==> src/rtl/utx_pkg.sv <==
package utx_pkg;

  localparam logic [2:0] A_DATA  = 3'd0;
  localparam logic [2:0] A_CTRL  = 3'd1;
  localparam logic [2:0] A_WMARK = 3'd2;
  localparam logic [2:0] A_FCMD  = 3'd3;
  localparam logic [2:0] A_FSTAT = 3'd4;
  localparam logic [2:0] A_PARAM = 3'd5;
  localparam logic [2:0] A_COUNT = 3'd6;

  localparam int FRAME_W = 11;

  typedef struct packed {
    logic nine;
    logic odd;
    logic par_en;
    logic brk;
    logic en;
  } utx_ctrl_t;

  // Frame bits, least significant bit sent first; unused upper bits are 1.
  function automatic logic [FRAME_W-1:0] utx_frame(input logic [7:0] d, input utx_ctrl_t c);
    logic p7;
    logic p8;
    p7 = (^d[6:0]) ^ c.odd;
    p8 = (^d) ^ c.odd;
    if (c.nine)
      utx_frame = {1'b1, (c.par_en ? p8 : 1'b1), d, 1'b0};
    else
      utx_frame = {2'b11, (c.par_en ? {p7, d[6:0]} : d), 1'b0};
  endfunction

  function automatic logic [3:0] utx_len(input utx_ctrl_t c);
    return c.nine ? 4'd11 : 4'd10;
  endfunction

endpackage

==> src/rtl/utx_fifo.sv <==
module utx_fifo #(
  parameter int DEPTH = 8,
  localparam int AW = $clog2(DEPTH),
  localparam int CW = AW + 1
) (
  input  logic          clk,
  input  logic          rst_n,
  input  logic          push,
  input  logic [7:0]    wdata,
  input  logic          pop,
  input  logic          flush,
  output logic [7:0]    rdata,
  output logic [CW-1:0] count,
  output logic          full,
  output logic          empty
);

  localparam logic [AW-1:0] PONE = 1;

  logic [7:0]    mem [DEPTH];
  logic [AW-1:0] wp;
  logic [AW-1:0] rp;
  logic [CW-1:0] cnt;

  always_ff @(posedge clk or negedge rst_n) begin
    if (!rst_n) begin
      wp  <= '0;
      rp  <= '0;
      cnt <= '0;
    end else if (flush) begin
      wp  <= '0;
      rp  <= '0;
      cnt <= '0;
    end else begin
      if (push) wp <= wp + PONE;
      if (pop)  rp <= rp + PONE;
      cnt <= cnt + {{AW{1'b0}}, push} - {{AW{1'b0}}, pop};
    end
  end

  always_ff @(posedge clk) begin
    if (push && !flush) mem[wp] <= wdata;
  end

  assign rdata = mem[rp];
  assign count = cnt;
  assign full  = (cnt == CW'(DEPTH));
  assign empty = (cnt == '0);

endmodule

==> src/rtl/utx_shifter.sv <==
module utx_shifter
  import utx_pkg::*;
#(
  parameter int OVS = 16,
  localparam int TW = $clog2(OVS)
) (
  input  logic               clk,
  input  logic               rst_n,
  input  logic               tick,
  input  logic               load,
  input  logic [FRAME_W-1:0] frame,
  input  logic [3:0]         len,
  input  logic               brk,
  output logic               busy,
  output logic               txd
);

  localparam logic [TW-1:0] TLAST = TW'(OVS - 1);
  localparam logic [TW-1:0] TONE  = 1;

  logic [TW-1:0]      tcnt;
  logic [3:0]         bidx;
  logic [3:0]         blen;
  logic [FRAME_W-1:0] sr;
  logic               bit_end;

  assign bit_end = busy && tick && (tcnt == TLAST);

  always_ff @(posedge clk or negedge rst_n) begin
    if (!rst_n) begin
      busy <= 1'b0;
      tcnt <= '0;
      bidx <= '0;
      blen <= '0;
      sr   <= '1;
    end else if (load) begin
      busy <= 1'b1;
      tcnt <= '0;
      bidx <= '0;
      blen <= len;
      sr   <= frame;
    end else if (busy && tick) begin
      if (bit_end) begin
        tcnt <= '0;
        sr   <= {1'b1, sr[FRAME_W-1:1]};
        if (bidx == blen - 4'd1) busy <= 1'b0;
        else                     bidx <= bidx + 4'd1;
      end else begin
        tcnt <= tcnt + TONE;
      end
    end
  end

  assign txd = brk ? 1'b0 : (busy ? sr[0] : 1'b1);

endmodule

==> src/rtl/utx_wm.sv <==
module utx_wm
  import utx_pkg::*;
#(
  parameter int         DEPTH    = 8,
  parameter int         OVS      = 16,
  parameter logic [7:0] WM_RESET = 8'd2,
  localparam int        CW       = $clog2(DEPTH) + 1,
  localparam logic [2:0] PCODE   = 3'($clog2(DEPTH) - 1)
) (
  input  logic       clk,
  input  logic       rst_n,
  input  logic       wr_en,
  input  logic [2:0] wr_addr,
  input  logic [7:0] wr_data,
  input  logic [2:0] rd_addr,
  output logic [7:0] rd_data,
  input  logic       tick,
  output logic       txd,
  output logic       tx_req,
  output logic       tx_done,
  output logic       tx_ovf
);

  utx_ctrl_t     ctrl_q;
  logic [7:0]    wmark_q;
  logic          ovf_q;

  logic [CW-1:0] fifo_count;
  logic [7:0]    count_b;
  logic          fifo_full;
  logic          fifo_empty;
  logic [7:0]    head;
  logic          sh_busy;

  // named internal events
  logic data_wr;
  logic push_ok;
  logic push_drop;
  logic flush_evt;
  logic ovf_clr;
  logic load_evt;

  assign data_wr   = wr_en && (wr_addr == A_DATA);
  assign push_ok   = data_wr && !fifo_full;
  assign push_drop = data_wr && fifo_full;
  assign flush_evt = wr_en && (wr_addr == A_FCMD) && wr_data[7];
  assign ovf_clr   = wr_en && (wr_addr == A_FSTAT) && wr_data[1];
  assign load_evt  = ctrl_q.en && !ctrl_q.brk && !sh_busy && !fifo_empty && !flush_evt;

  always_ff @(posedge clk or negedge rst_n) begin
    if (!rst_n) begin
      ctrl_q  <= '0;
      wmark_q <= WM_RESET;
      ovf_q   <= 1'b0;
    end else begin
      if (wr_en && (wr_addr == A_CTRL))  ctrl_q  <= utx_ctrl_t'(wr_data[4:0]);
      if (wr_en && (wr_addr == A_WMARK)) wmark_q <= wr_data;
      if (push_drop)    ovf_q <= 1'b1;
      else if (ovf_clr) ovf_q <= 1'b0;
    end
  end

  utx_fifo #(.DEPTH(DEPTH)) u_fifo (
    .clk   (clk),
    .rst_n (rst_n),
    .push  (push_ok),
    .wdata (wr_data),
    .pop   (load_evt),
    .flush (flush_evt),
    .rdata (head),
    .count (fifo_count),
    .full  (fifo_full),
    .empty (fifo_empty)
  );

  utx_shifter #(.OVS(OVS)) u_shift (
    .clk   (clk),
    .rst_n (rst_n),
    .tick  (tick),
    .load  (load_evt),
    .frame (utx_frame(head, ctrl_q)),
    .len   (utx_len(ctrl_q)),
    .brk   (ctrl_q.brk),
    .busy  (sh_busy),
    .txd   (txd)
  );

  assign count_b = 8'(fifo_count);
  assign tx_req  = (count_b <= wmark_q);
  assign tx_done = fifo_empty && !sh_busy;
  assign tx_ovf  = ovf_q;

  always_comb begin
    case (rd_addr)
      A_CTRL:  rd_data = {3'b000, ctrl_q};
      A_WMARK: rd_data = wmark_q;
      A_FSTAT: rd_data = {fifo_empty, tx_done, 4'b0000, ovf_q, 1'b0};
      A_PARAM: rd_data = {1'b0, PCODE, 4'b0000};
      A_COUNT: rd_data = count_b;
      default: rd_data = 8'h00;
    endcase
  end

endmodule

==> config.mk <==
export PLATFORM = sky130hd
export DESIGN_NAME = utx_wm
export DESIGN_NICKNAME = d
export VERILOG_FILES = /design/src/rtl/utx_pkg.sv /design/src/rtl/utx_fifo.sv /design/src/rtl/utx_shifter.sv /design/src/rtl/utx_wm.sv
export SDC_FILE = /design/constraint.sdc
export NUM_CORES = 1
export LEC_CHECK = 0
export ABC_AREA = 1
export CORE_ASPECT_RATIO = 0.5
export CORE_MARGIN = 8
export CORE_UTILIZATION = 40
export DETAILED_ROUTE_END_ITERATION = 8
export GPL_ROUTABILITY_DRIVEN = 0
export PLACE_DENSITY = 0.64
export SLEW_MARGIN = 20
export SYNTH_ARGS = -nofsm -noshare
export SYNTH_HDL_FRONTEND = slang
export SYNTH_HIERARCHICAL = 1
export SYNTH_SLANG_ARGS = --single-unit
==> constraint.sdc <==
create_clock -name clk -period 2.8 [get_ports clk]
set_clock_uncertainty 0.2 [all_clocks]
set_input_delay 0.28 -clock clk [delete_from_list [all_inputs] [get_ports clk]]
set_output_delay 0.28 -clock clk [all_outputs]
set_load 0.005 [all_outputs]
==> flow_summary.ini <==
[global_routing]
global_route.usage.met1_pct = 17.3
grt_max_degree = 35
grt_use_met3_pct = 2.99
grt_pass1_vias = 4165
grt_pass1_wl_um = 20600
overflow = 0
grt_use_total_pct = 13.5
grt_util_met2_pct = 22.8
top_usage_layer = met2
antenna_found_initial = 0

[clocking]
worstSkewPairLatency_ps = 350
cts.path.max_buffers = 2
root_buffer = clkbuf_16
htreeDepth = 3
cts.sinks = 112
clkTransAtPathRegs_ps = 70
cts_tree = built
cts-buffers-inserted = 9

[worst_setup_path]
reg2reg_setup_slack_ps = 230
cp-startpoint = u_fifo/count[2]$_DFF_PN0_
crit_type = flop to output port
cp.arrival_ps = 2120
crit_path_end_kind = output port
startpoint_type = flop
r2r-start = u_fifo/count[2]$_DFF_PN0_
crit_fanout = 3
worstPathRequired_ps = 2320

[finish]
utilization_pct = 47.1
drive_gt1_share_pct = 10.7
area_delta_synth_final_pct = 15.5
nFillCells = 1361
fin_area_sq_mm = 0.00679
diodes = 0
nNetsFinal = 762

[pwr]
vdd_drop_max_uv = 401
power-per-cell-area_mw_per_mm2 = 844
power_leakage_nw = 3.18
power_frac_comb_pct = 37.9
internal-power_mw = 3.52
pwr-share-clk_pct = 21.7
swShare_pct = 38.6
power_frac_seq_pct = 40.5
p_sw_mw = 2.21

[sta]
setup_tns_ps = 0
whs_ps = 289
min_period_over_period_pct = 92.7
worst_pin_slew_ps = 671
period_needed_ps = 2600
drv_slew = 0
fmax_ghz = 0.385
grt_setup_unrepaired = false
setup_viol = 0
setup_ws_ps = 204
finalHoldViolCount = 0
max_slew_margin_pct = 55.3

[synthesis]
synth_area_sq_mm = 0.00588
syn_avg_cell_area_sq_um = 8.70
synthTopCellsByCount = 205 x nand2_1, 130 x inv_1, 64 x edfxtp_1
ys_ff_latch = 112
synth_ff_type = edfxtp_1
yosys.area.top_type = edfxtp_1
ys_seq_area_share_pct = 53.4
synth_cell_type_count = 43
synth_top_area_share_pct = 32.7
yosysMostFrequentCell = nand2_1
async_flop_share_pct = 42.9
synth-edff-count = 64
syn_inst = 676
ys_top_cells_by_area = edfxtp_1 33%, dfrtp_1 15%, nand2_1 13%
yosys_warnings = 6

[floorplanning]
rows = 31
coreArea_sq_mm = 0.0144
die_area_sq_mm = 0.0191
boundaryPins = 30
dieHeight_um = 102
die_w_um = 187
start_util_pct = 40.8

[drt]
vias = 4333
antenna_left = 0
wl_per_cell_um = 13.3
dr.pass1.iters = 5
drt_wl_total_um = 12300
avgViaCountPerCell = 4.66
drtIter0Drc = 261
drc = 0

[status]
status = finished, final reports clean

[placed_design]
hpwl_um = 8900
post-place-ws_ps = -25.7
placed_cell_area_sq_mm = 0.00649
port_buffers = 29

[worst_hold_path]
hold_class = flop to flop
worstHoldStart = u_shift/sr[1]$_DFFE_PN1P_

[run]
drv_cap = 0
cells by family (layout without fill, tap and decap cells):
kind of cell	Yosys count	after routing	synth area share [%]
flip-flops	112	112	53.4
other	2	5	0.128
AO/OA/AOI/OAI	64	64	6.09
adder cells (fa/ha/maj)	16	16	3.53
multiplexers	2	2	0.383
XOR/XNOR	11	11	1.64
AND/OR/NAND/NOR	317	317	23.7
buffers and inverters	152	205	11.1
final cells by class:
cell class	instances	area, sq um	share of cell area, %
Inverter	134	508	7.48
Tap cell	198	248	3.65
Multi-Input combinational cell	415	2110	31.0
Clock buffer	9	225	3.32
Sequential cell	112	3140	46.2
Timing Repair Buffer	56	507	7.46
Clock inverter	6	57.6	0.847
per-layer routing:
layer	part of all wire (%)	up-vias	wire, um
li1	-	2240	-
met1	48	2040	5980
met2	49	47	5990
met3	2.4	6	293
met4	0.67	0	83
met5	0	-	0
worst paths after layout:
kind                                              to  cells after the start
max                                       rd_data[6]                      7
min                        u_shift/sr[1]$_DFFE_PN1P_                      2
max reg2reg                u_fifo/count[1]$_DFF_PN0_                     12
min reg2reg                u_shift/sr[1]$_DFFE_PN1P_                      2
max in group asynchronous  u_shift/sr[0]$_DFFE_PN1P_                      3
min in group asynchronous   u_fifo/wp[2]$_DFFE_PN0P_                      2
cells in the final DEF, fill, tap and decap left out, drive strengths merged:
cell type	instances
a211oi	1
a21oi	12
a22o	1
a22oi	1
a31oi	3
a32o	3
buf	27
clkbuf	9
clkdlybuf4s50	28
clkinv	1
conb	5
dfrtp	36
dfstp	12
dlygate4sd3	1
edfxtp	64
fa	1
ha	15
inv	139
mux2	2
nand2	210
nand3	62
nand4	5
nor2	29
nor3	3
nor3b	2
nor4	3
o2111ai	1
o211ai	1
o21ai	40
o221ai	1
or2	3
xnor2	5
xor2	6
state kept, by name, summed over array words and instances, names as in the netlist:
signal / count
u_fifo/count: 4
u_shift/sr: 11
u_fifo/rp: 3
u_shift/tcnt: 4
u_fifo/wp: 3
ctrl_q: 5
wmark_q: 8
u_fifo/mem: 64
u_shift/busy: 1
u_shift/bidx: 4
tx_ovf: 1
u_shift/blen: 4
power by group through the flow:
stage               registers (mW)  logic, mW  clock network (mW)
detailed placement            2.34       2.17                   0
finish                        2.32       2.17                1.24
CTS                           2.31       2.18                1.27
global placement              2.34       2.10                   0
global route                  2.36       2.53                1.34
floorplan                     2.26       1.73                   0
through the flow:
stage,power [mW],cells
6_report,5.73,930
4_1_cts,5.77,930
5_1_grt,6.23,930
2_1_floorplan,3.99,679
3_5_place_dp,4.52,914
3_3_place_gp,4.44,914
critical path: stages (launching register included):
cell and delay, ps:
dfrtp_1 420, inv_1 130, ha_1 150, nor3b_2 180, inv_1 70, nor2_1 150
a32o_1 180, clkdlybuf4s50_1 500
repair_timing:
item / 4_1_cts / 5_1_grt
gates resized for setup: 0 / 3
endpoints found under the hold margin: 23 / 0
buffers inserted: 0 / 0
endpoints found under the setup margin: 0 / 3
hold buffers: 1 / 0
(Power assumes the default switching activity.)
